$ cat src/rtl/mw_pkg.sv
package mw_pkg;
    localparam int DATA_W    = 16;
    localparam int CS_N      = 4;
    localparam int CNT_W     = 5;
    localparam int PRE_W     = 2;
    localparam int SEL_W     = 2;
    localparam int MODE_W    = 6;

    localparam int IDX_DATA  = 0;
    localparam int IDX_CTRL  = 1;
    localparam int IDX_CLK   = 2;
    localparam int IDX_IDLE  = 3;
    localparam int IDX_MODE0 = 4;

    // control/status word; the field positions are software visible
    typedef struct packed {
        logic             rdy;
        logic             busy;
        logic             start;
        logic             cs_cmd;
        logic [SEL_W-1:0] sel;
        logic [CNT_W-1:0] wr_n;
        logic [CNT_W-1:0] rd_n;
    } ctrl_word_t;

    // per-select mode
    typedef struct packed {
        logic       chk_rdy;
        logic [1:0] div;
        logic       cs_high;
        logic       wr_rise;
        logic       rd_fall;
    } mode_t;

    typedef enum logic [1:0] {
        ST_IDLE,
        ST_WAIT,
        ST_SHIFT,
        ST_FINISH
    } eng_state_t;

    function automatic int sat_bits(input int c, input int maxv);
        return (c > maxv) ? maxv : c;
    endfunction

    function automatic int half_len(input int pre, input int div);
        int sh;
        sh = (div > 2) ? 2 : div;
        return (1 << pre) << sh;
    endfunction
endpackage

$ cat src/rtl/mw_timebase.sv
module mw_timebase
    import mw_pkg::*;
#(
    parameter int PRE_W  = mw_pkg::PRE_W,
    localparam int HALF_W = (1 << PRE_W) + 2
) (
    input  logic             clk,
    input  logic             rst,
    input  logic             run,
    input  logic [PRE_W-1:0] pre_sel,
    input  logic [1:0]       div_sel,
    output logic             tick
);
    logic [HALF_W-1:0] cnt_q;
    logic [HALF_W-1:0] limit;

    assign limit = HALF_W'(half_len(int'(pre_sel), int'(div_sel)) - 1);
    assign tick  = run && (cnt_q == limit);

    always_ff @(posedge clk) begin
        if (rst || !run) begin
            cnt_q <= '0;
        end else if (tick) begin
            cnt_q <= '0;
        end else begin
            cnt_q <= cnt_q + 1'b1;
        end
    end
endmodule

$ cat src/rtl/mw_engine.sv
module mw_engine
    import mw_pkg::*;
#(
    parameter int DATA_W = mw_pkg::DATA_W,
    parameter int CNT_W  = mw_pkg::CNT_W,
    localparam int TOG_W = CNT_W + 1
) (
    input  logic              clk,
    input  logic              rst,
    input  logic              go,
    input  logic              go_write,
    input  logic [CNT_W-1:0]  go_bits,
    input  mode_t             go_mode,
    input  logic              idle_lvl,
    input  logic [DATA_W-1:0] tx_word,
    input  logic              sdi,
    input  logic              tick,
    output logic              run,
    output logic              waiting,
    output logic [1:0]        cur_div,
    output logic              sclk,
    output logic              sdo,
    output logic              done,
    output logic              done_rd,
    output logic [DATA_W-1:0] rx_word
);
    eng_state_t        state_q;
    mode_t             mode_q;
    logic              write_q;
    logic [CNT_W-1:0]  bits_q;
    logic [TOG_W-1:0]  tog_q;
    logic [TOG_W-1:0]  last_tog;
    logic [DATA_W-1:0] tx_q;
    logic [DATA_W-1:0] rx_q;
    logic              sclk_q;
    logic              sdo_q;
    logic              seen_q;
    logic              rising;
    logic              samp_edge;
    logic              drv_edge;

    assign last_tog  = {bits_q, 1'b0} - 1'b1;
    assign rising    = ~sclk_q;
    assign samp_edge = (rising == ~mode_q.rd_fall);
    assign drv_edge  = (rising == mode_q.wr_rise);

    assign run     = (state_q == ST_SHIFT);
    assign waiting = (state_q == ST_WAIT);
    assign done    = (state_q == ST_FINISH);
    assign done_rd = done && !write_q;
    assign cur_div = mode_q.div;
    assign sclk    = sclk_q;
    assign sdo     = sdo_q;
    assign rx_word = rx_q;

    always_ff @(posedge clk) begin
        if (rst) begin
            state_q <= ST_IDLE;
            mode_q  <= '0;
            write_q <= 1'b0;
            bits_q  <= '0;
            tog_q   <= '0;
            tx_q    <= '0;
            rx_q    <= '0;
            sclk_q  <= 1'b0;
            sdo_q   <= 1'b0;
            seen_q  <= 1'b0;
        end else begin
            case (state_q)
                ST_IDLE: begin
                    sclk_q <= idle_lvl;
                    if (go) begin
                        mode_q  <= go_mode;
                        write_q <= go_write;
                        bits_q  <= go_bits;
                        tog_q   <= '0;
                        tx_q    <= tx_word;
                        sdo_q   <= go_write ? tx_word[DATA_W-1] : 1'b0;
                        rx_q    <= '0;
                        seen_q  <= 1'b0;
                        state_q <= go_mode.chk_rdy ? ST_WAIT : ST_SHIFT;
                    end
                end
                ST_WAIT: begin
                    if (sdi) begin
                        state_q <= ST_SHIFT;
                    end
                end
                ST_SHIFT: begin
                    if (tick) begin
                        sclk_q <= ~sclk_q;
                        tog_q  <= tog_q + 1'b1;
                        if (!write_q && samp_edge) begin
                            rx_q <= {rx_q[DATA_W-2:0], sdi};
                        end
                        if (write_q) begin
                            if (drv_edge) begin
                                if (seen_q) begin
                                    tx_q  <= tx_q << 1;
                                    sdo_q <= tx_q[DATA_W-2];
                                end
                            end else begin
                                seen_q <= 1'b1;
                            end
                        end
                        if (tog_q == last_tog) begin
                            state_q <= ST_FINISH;
                        end
                    end
                end
                default: begin
                    state_q <= ST_IDLE;
                end
            endcase
        end
    end
endmodule

$ cat src/rtl/mw_regs.sv
module mw_regs
    import mw_pkg::*;
#(
    parameter int DATA_W = mw_pkg::DATA_W,
    parameter int CS_N   = mw_pkg::CS_N,
    parameter int CNT_W  = mw_pkg::CNT_W,
    parameter int PRE_W  = mw_pkg::PRE_W,
    localparam int SEL_W = $clog2(CS_N),
    localparam int IDX_W = $clog2(IDX_MODE0 + CS_N)
) (
    input  logic                  clk,
    input  logic                  rst,
    input  logic [IDX_W-1:0]      reg_idx,
    input  logic                  reg_wr,
    input  logic                  reg_rd,
    input  logic [DATA_W-1:0]     reg_wdata,
    output logic [DATA_W-1:0]     reg_rdata,
    input  logic                  eng_done,
    input  logic                  eng_done_rd,
    input  logic [DATA_W-1:0]     eng_rx,
    output logic                  go,
    output logic                  go_write,
    output logic [CNT_W-1:0]      go_bits,
    output mode_t                 go_mode,
    output logic [DATA_W-1:0]     tx_word,
    output logic                  idle_lvl,
    output logic [PRE_W-1:0]      pre_sel,
    output logic                  busy,
    output logic                  rdy,
    output logic                  cs_on,
    output logic [SEL_W-1:0]      cs_sel,
    output mode_t [CS_N-1:0]      modes
);
    ctrl_word_t        cw;
    logic              ctrl_wr;
    logic              has_wr;
    logic              has_rd;
    logic              en_q;
    logic              busy_q;
    logic              rdy_q;
    logic              cs_on_q;
    logic              pend_off_q;
    logic [SEL_W-1:0]  sel_q;
    logic [CNT_W-1:0]  wr_n_q;
    logic [CNT_W-1:0]  rd_n_q;
    logic [DATA_W-1:0] tx_q;
    logic [DATA_W-1:0] rx_q;
    logic              idle_q;
    logic [PRE_W-1:0]  pre_q;
    mode_t [CS_N-1:0]  modes_q;
    ctrl_word_t        status;

    assign cw       = ctrl_word_t'(reg_wdata);
    assign ctrl_wr  = reg_wr && (reg_idx == IDX_W'(IDX_CTRL));
    assign has_wr   = (cw.wr_n != '0);
    assign has_rd   = (cw.rd_n != '0);
    assign go       = ctrl_wr && !busy_q && cw.start && en_q && (has_wr ^ has_rd);
    assign go_write = has_wr;
    assign go_bits  = CNT_W'(sat_bits(int'(has_wr ? cw.wr_n : cw.rd_n), DATA_W));
    assign go_mode  = modes_q[cw.sel];

    assign tx_word  = tx_q;
    assign idle_lvl = idle_q;
    assign pre_sel  = pre_q;
    assign busy     = busy_q;
    assign rdy      = rdy_q;
    assign cs_on    = cs_on_q;
    assign cs_sel   = sel_q;
    assign modes    = modes_q;

    always_ff @(posedge clk) begin
        if (rst) begin
            en_q       <= 1'b0;
            busy_q     <= 1'b0;
            rdy_q      <= 1'b0;
            cs_on_q    <= 1'b0;
            pend_off_q <= 1'b0;
            sel_q      <= '0;
            wr_n_q     <= '0;
            rd_n_q     <= '0;
            tx_q       <= '0;
            rx_q       <= '0;
            idle_q     <= 1'b0;
            pre_q      <= '0;
        end else begin
            if (reg_wr && reg_idx == IDX_W'(IDX_DATA) && !busy_q) begin
                tx_q <= reg_wdata;
            end
            if (reg_wr && reg_idx == IDX_W'(IDX_CLK)) begin
                en_q  <= reg_wdata[0];
                pre_q <= reg_wdata[PRE_W:1];
            end
            if (reg_wr && reg_idx == IDX_W'(IDX_IDLE)) begin
                idle_q <= reg_wdata[0];
            end
            if (ctrl_wr) begin
                if (!busy_q) begin
                    sel_q   <= cw.sel;
                    cs_on_q <= cw.cs_cmd;
                    wr_n_q  <= cw.wr_n;
                    rd_n_q  <= cw.rd_n;
                end else if (!cw.cs_cmd) begin
                    pend_off_q <= 1'b1;
                end
            end
            if (go) begin
                busy_q <= 1'b1;
            end else if (eng_done) begin
                busy_q <= 1'b0;
                if (pend_off_q) begin
                    cs_on_q    <= 1'b0;
                    pend_off_q <= 1'b0;
                end
            end
            if (eng_done_rd) begin
                rx_q  <= eng_rx;
                rdy_q <= 1'b1;
            end else if (reg_rd && reg_idx == IDX_W'(IDX_DATA)) begin
                rdy_q <= 1'b0;
            end
        end
    end

    for (genvar g = 0; g < CS_N; g++) begin : g_mode
        always_ff @(posedge clk) begin
            if (rst) begin
                modes_q[g] <= '0;
            end else if (reg_wr && reg_idx == IDX_W'(IDX_MODE0 + g)) begin
                modes_q[g] <= mode_t'(reg_wdata[MODE_W-1:0]);
            end
        end
    end

    always_comb begin
        status        = '0;
        status.rdy    = rdy_q;
        status.busy   = busy_q;
        status.cs_cmd = cs_on_q;
        status.sel    = sel_q;
        status.wr_n   = wr_n_q;
        status.rd_n   = rd_n_q;
        reg_rdata     = '0;
        case (int'(reg_idx))
            IDX_DATA: reg_rdata = rx_q;
            IDX_CTRL: reg_rdata = status;
            IDX_CLK:  reg_rdata = DATA_W'({pre_q, en_q});
            IDX_IDLE: reg_rdata = DATA_W'(idle_q);
            default: begin
                for (int i = 0; i < CS_N; i++) begin
                    if (int'(reg_idx) == IDX_MODE0 + i) begin
                        reg_rdata = DATA_W'(modes_q[i]);
                    end
                end
            end
        endcase
    end
endmodule

$ cat src/rtl/mw_master.sv
module mw_master
    import mw_pkg::*;
#(
    parameter int DATA_W = mw_pkg::DATA_W,
    parameter int CS_N   = mw_pkg::CS_N,
    parameter int CNT_W  = mw_pkg::CNT_W,
    parameter int PRE_W  = mw_pkg::PRE_W,
    localparam int SEL_W = $clog2(CS_N),
    localparam int IDX_W = $clog2(IDX_MODE0 + CS_N)
) (
    input  logic              clk,
    input  logic              rst,
    input  logic [IDX_W-1:0]  reg_idx,
    input  logic              reg_wr,
    input  logic              reg_rd,
    input  logic [DATA_W-1:0] reg_wdata,
    output logic [DATA_W-1:0] reg_rdata,
    output logic              sclk,
    output logic              sdo,
    input  logic              sdi,
    output logic [CS_N-1:0]   cs_out
);
    logic              go;
    logic              go_write;
    logic [CNT_W-1:0]  go_bits;
    mode_t             go_mode;
    logic [DATA_W-1:0] tx_word;
    logic              idle_lvl;
    logic [PRE_W-1:0]  pre_sel;
    logic              busy;
    logic              rdy;
    logic              cs_on;
    logic [SEL_W-1:0]  cs_sel;
    mode_t [CS_N-1:0]  modes;
    logic              run;
    logic              waiting;
    logic [1:0]        cur_div;
    logic              tick;
    logic              done;
    logic              done_rd;
    logic [DATA_W-1:0] rx_word;
    logic [CS_N-1:0]   cs_act;

    mw_regs #(
        .DATA_W(DATA_W), .CS_N(CS_N), .CNT_W(CNT_W), .PRE_W(PRE_W)
    ) u_regs (
        .clk(clk), .rst(rst),
        .reg_idx(reg_idx), .reg_wr(reg_wr), .reg_rd(reg_rd),
        .reg_wdata(reg_wdata), .reg_rdata(reg_rdata),
        .eng_done(done), .eng_done_rd(done_rd), .eng_rx(rx_word),
        .go(go), .go_write(go_write), .go_bits(go_bits), .go_mode(go_mode),
        .tx_word(tx_word), .idle_lvl(idle_lvl), .pre_sel(pre_sel),
        .busy(busy), .rdy(rdy), .cs_on(cs_on), .cs_sel(cs_sel), .modes(modes)
    );

    mw_timebase #(.PRE_W(PRE_W)) u_tb (
        .clk(clk), .rst(rst), .run(run),
        .pre_sel(pre_sel), .div_sel(cur_div), .tick(tick)
    );

    mw_engine #(.DATA_W(DATA_W), .CNT_W(CNT_W)) u_eng (
        .clk(clk), .rst(rst),
        .go(go), .go_write(go_write), .go_bits(go_bits), .go_mode(go_mode),
        .idle_lvl(idle_lvl), .tx_word(tx_word), .sdi(sdi), .tick(tick),
        .run(run), .waiting(waiting), .cur_div(cur_div),
        .sclk(sclk), .sdo(sdo), .done(done), .done_rd(done_rd), .rx_word(rx_word)
    );

    for (genvar g = 0; g < CS_N; g++) begin : g_cs
        assign cs_act[g] = cs_on && (cs_sel == SEL_W'(g));
        assign cs_out[g] = ~cs_act[g] ^ modes[g].cs_high;
    end
endmodule

$ cat config.mk
export PLATFORM = sky130hd
export DESIGN_NAME = mw_master
export DESIGN_NICKNAME = d
export VERILOG_FILES = /design/src/rtl/mw_pkg.sv /design/src/rtl/mw_timebase.sv /design/src/rtl/mw_engine.sv /design/src/rtl/mw_regs.sv /design/src/rtl/mw_master.sv
export SDC_FILE = /design/constraint.sdc
export NUM_CORES = 1
export LEC_CHECK = 0
export BUFFER_PORTS_ARGS = -buffer_cell sky130_fd_sc_hd__buf_2
export CORE_MARGIN = 4
export CORE_UTILIZATION = 35
export DETAILED_ROUTE_END_ITERATION = 10
export GPL_TIMING_DRIVEN = 0
export MAX_ROUTING_LAYER = met4
export PLACE_DENSITY = 0.5
export SYNTH_ARGS = -nofsm -noshare
export SYNTH_HDL_FRONTEND = slang
export SYNTH_SLANG_ARGS = --single-unit
$ cat constraint.sdc
create_clock -name clk -period 6.32 [get_ports clk]
set_clock_uncertainty 0.15 [all_clocks]
set_input_delay 0.948 -clock clk [delete_from_list [all_inputs] [get_ports clk]]
set_output_delay 0.948 -clock clk [all_outputs]
set_load 0.02 [all_outputs]
==> metrics.csv <==
stage,metric,value,unit
run_status,run status,completed,
synthesis,sequential area share after synthesis,0.419,
cts,CTS tree,yes,
critical_path,WS Path Type,in -> out,
power,Static Leak,2.74,nW
critical_path,"Req. time, crit path",5.22,ns
detailed_routing,DRC violations left,0,
floorplanning,Die W,143,um
floorplanning,number of top-level pins,46,
cts,CTS H-tree lvls,4,
hold_path,hold path depth,2,
synthesis,Yosys reg bits,134,
placed_design,Placer Congestion,0.883,
critical_path,CP endpoint kind,output port,
sta,TNS Setup,0,ns
sta,Tcrit/Tclk final,0.709,
grt,GRT Residual Overflow,0,
critical_path,CP max FO,10,
grt,antenna violations before repair,0,
synthesis,Netlist cell types,59,
synthesis,Mean Syn Cell Area,8.60,um^2
placed_design,PortBufs,35,
synthesis,Post-Syn Area,0.00640,mm^2
detailed_routing,wire length after detailed routing,19400,um
floorplanning,initial core utilization,0.356,
critical_path,critical path's slowest cell,buf_1,
sta,Pins Over Slew Limit,0,
grt,vias in the first global route,5596,
sta,setup repair after global routing missed its margin,no,
cts,clk sinks,134,
synthesis,ys flop type,dfxtp_1,
sta,Slew headroom,0.130,
placed_design,dpl cell area,0.00686,mm^2
cts,root buffer cell,clkbuf_16,
synthesis,number of synthesized flops with an enable pin,0,
grt,gr usage total,0.200,
floorplanning,# rows,49,
cts,hold_buf cts,0,
detailed_routing,DR WL/cell,18.7,um
synthesis,asr flop ratio synth,0,
final_layout,area growth from synthesis to layout,16.6,%
placed_design,Post-DP HPWL,14300,um
grt,largest net degree at the start of global routing,17,
final_layout,"Design Area, Final",0.00746,mm^2
cts,postcts setup bufs,0,
cts,buffer levels on the longest clock path,2,
power,Worst VDD drop,0.206,mV
synthesis,Yosys warning count,0,
synthesis,post-synthesis cell count,744,
critical_path,r2r setup slk,3.15,ns
power,total power,0.00218,W
detailed_routing,DR vias,5701,
final_layout,Nets,830,
floorplanning,die area,0.0205,mm^2
sta,final hold violation count,0,
detailed_routing,number of DRC markers in iteration 0,392,
hold_path,HP Class,reg -> reg,
critical_path,reg2reg path depth,9,
grt,first-pass GRT wire length,30700,um
cts,clock buffer count from CTS,17,
power,cell area power density,292,mW/mm^2
critical_path,crit start category,input pin,
cts,clock-pin slew of the registers on the worst-case setup and hold paths,0.06,ns
hold_path,min-delay src,u_regs.tx_word[1],
final_layout,share of layout cells above drive strength 1,0.110,
detailed_routing,Final ANT Viol Nets,0,
cts,Resized Gates After CTS,0,
detailed_routing,first drt pass iteration count,5,
flow_run,number of max-cap violations,0,
sta,Worst-Margin Slew,1.30,ns
sta,Final min period,4.48,ns
critical_path,reg2reg end,u_eng.rx_word[0],
final_layout,ant diodes,0,
sta,Fmax achieved,223,MHz
critical_path,RR Startpoint,u_regs.pre_sel[0],
sta,final setup fails,0,
floorplanning,Die Ht,143,um
floorplanning,core area,0.0180,mm^2
cts,insertion delay to the later sink of the worst-skew pair,0.42,ns
hold_path,hold worst-path end,u_regs.tx_word[1],
synthesis,syn_nets,776,
critical_path,CP max stage delay,0.62,ns
final_layout,"Core Util, Final",0.415,
critical_path,CP cell instances,buf_2 -> buf_1 -> clkbuf_1 -> buf_1 -> mux2i_1 -> o21ai_0 -> buf_2,
detailed_routing,Vias per Instance,5.49,
critical_path,WP data arrival,3.38,ns
-- metrics by stage --
| stage | hold slack (ns) | std cells | setup slack (ns) |
|---|---|---|---|
| final | 0.302 | 1039 | 1.84 |
| after CTS | 0.302 | 1039 | 1.80 |
| after detailed placement | 0.295 | 1008 | 1.80 |
| after floorplan | 0.279 | 744 | 2.39 |
| after global routing | 0.319 | 1039 | 1.59 |
| after global placement | 0.289 | 1008 | 1.84 |
-- cells by family (layout without fill, tap and decap cells) --
kind of cell             Yosys count  after routing  synth area share
buffers and inverters             72            138            0.0442
flip-flops                       134            134             0.419
multiplexers                      82             82             0.148
AND/OR/NAND/NOR                  271            271             0.193
AO/OA/AOI/OAI                    161            161             0.158
adder cells (fa/ha/maj)            8              8            0.0156
XOR/XNOR                          16             16            0.0219
-- cells in the mapped netlist (2+ instances only) --
cell type | count | area, um^2
o31ai_1 | 3 | 22.5
o211ai_1 | 2 | 15.0
and2_0 | 2 | 12.5
buf_1 | 5 | 18.8
buf_2 | 4 | 20.0
xnor2_1 | 8 | 70.1
a21oi_1 | 78 | 390
or4_1 | 5 | 37.5
nand4_1 | 18 | 113
mux4_2 | 10 | 225
nand2_1 | 108 | 405
a21o_1 | 2 | 15.0
ha_1 | 8 | 100
nand3_1 | 27 | 135
a211oi_1 | 23 | 173
a221o_1 | 2 | 20.0
a211o_1 | 2 | 17.5
xor2_1 | 8 | 70.1
and3_1 | 6 | 37.5
nor3_1 | 11 | 55.1
o21ai_0 | 15 | 75.1
mux2i_1 | 71 | 711
and2_1 | 4 | 25.0
nor2b_1 | 3 | 18.8
a31oi_1 | 18 | 113
dfxtp_1 | 134 | 2680
o21a_1 | 2 | 15.0
a311oi_1 | 2 | 17.5
nor3b_1 | 2 | 15.0
clkbuf_1 | 49 | 184
inv_1 | 12 | 45.0
nor2_1 | 70 | 263
or3_1 | 4 | 25.0
-- layout by cell type, fill, tap and decap left out, types with 2 or more instances in the layout --
master / count
a211o_1: 2
a211oi_1: 23
a21o_1: 2
a21oi_1: 78
a221o_1: 2
a311oi_1: 2
a31oi_1: 18
and2_0: 2
and2_1: 4
and3_1: 6
buf_1: 5
buf_2: 39
bufinv_16: 3
clkbuf_1: 50
clkbuf_16: 17
clkinv_4: 2
clkinvlp_4: 4
dfxtp_1: 134
ha_1: 8
inv_1: 12
inv_6: 4
mux2i_1: 71
mux4_2: 10
nand2_1: 108
nand3_1: 27
nand4_1: 18
nor2_1: 70
nor2b_1: 3
nor3_1: 11
nor3b_1: 2
o211ai_1: 2
o21a_1: 2
o21ai_0: 15
o31ai_1: 3
or3_1: 4
or4_1: 5
xnor2_1: 8
xor2_1: 8
-- worst max path at each step --
stage,startpoint,end,slack [ns],depth (start not counted)
2_1_floorplan,reg_idx[0],reg_rdata[5],2.39,5
3_3_place_gp,reg_idx[0],reg_rdata[5],1.84,7
3_5_place_dp,reg_idx[0],reg_rdata[5],1.80,7
4_1_cts,reg_idx[0],reg_rdata[5],1.80,7
5_1_grt,reg_idx[0],reg_rdata[5],1.59,7
6_report,reg_idx[0],reg_rdata[5],1.84,7
-- layer usage --
metal | part of all wire | routed length, um | track usage
met1 | 0.47 | 9150 | 0.262
met2 | 0.46 | 8950 | 0.306
met3 | 0.043 | 840 | 0.0419
met4 | 0.026 | 506 | 0.0709
met5 | 0 | 0 | -
-- where the power goes --
group	switching, W	total (W)	internal, W
combinational	0.000191	0.000273	0.0000823
sequential	0.0000180	0.000885	0.000867
clock	0.000398	0.00102	0.000624
total	0.000607	0.00218	0.00157
-- area by class of cell --
cell class / count / area [um^2]
Buffer: 59 / 234
Clock buffer: 18 / 429
Clock inverter: 13 / 173
Fill cell: 1797 / 10500
Inverter: 13 / 48.8
Multi-Input combinational cell: 538 / 3430
Sequential cell: 134 / 2680
Tap cell: 229 / 287
Timing Repair Buffer: 35 / 175
-- critical path, delay by kind of cell --
family                 cells  cell delay [ns]
AOI/OAI and AO/OA          1             0.22
muxes                      1             0.15
buffers and inverters      5             2.05
-- registers in the layout (all words and copies together), names as in the netlist, 5 cells and up --
register and count:
u_eng.bits_q 5, u_regs.wr_n_q 5, u_regs.tx_word 16, u_eng.tog_q 6, u_tb.cnt_q 6, u_eng.tx_q 15, u_regs.rd_n_q 5, u_regs.modes 24
u_regs.rx_q 16, u_eng.rx_word 16
Power figures use the tool's default switching activity.
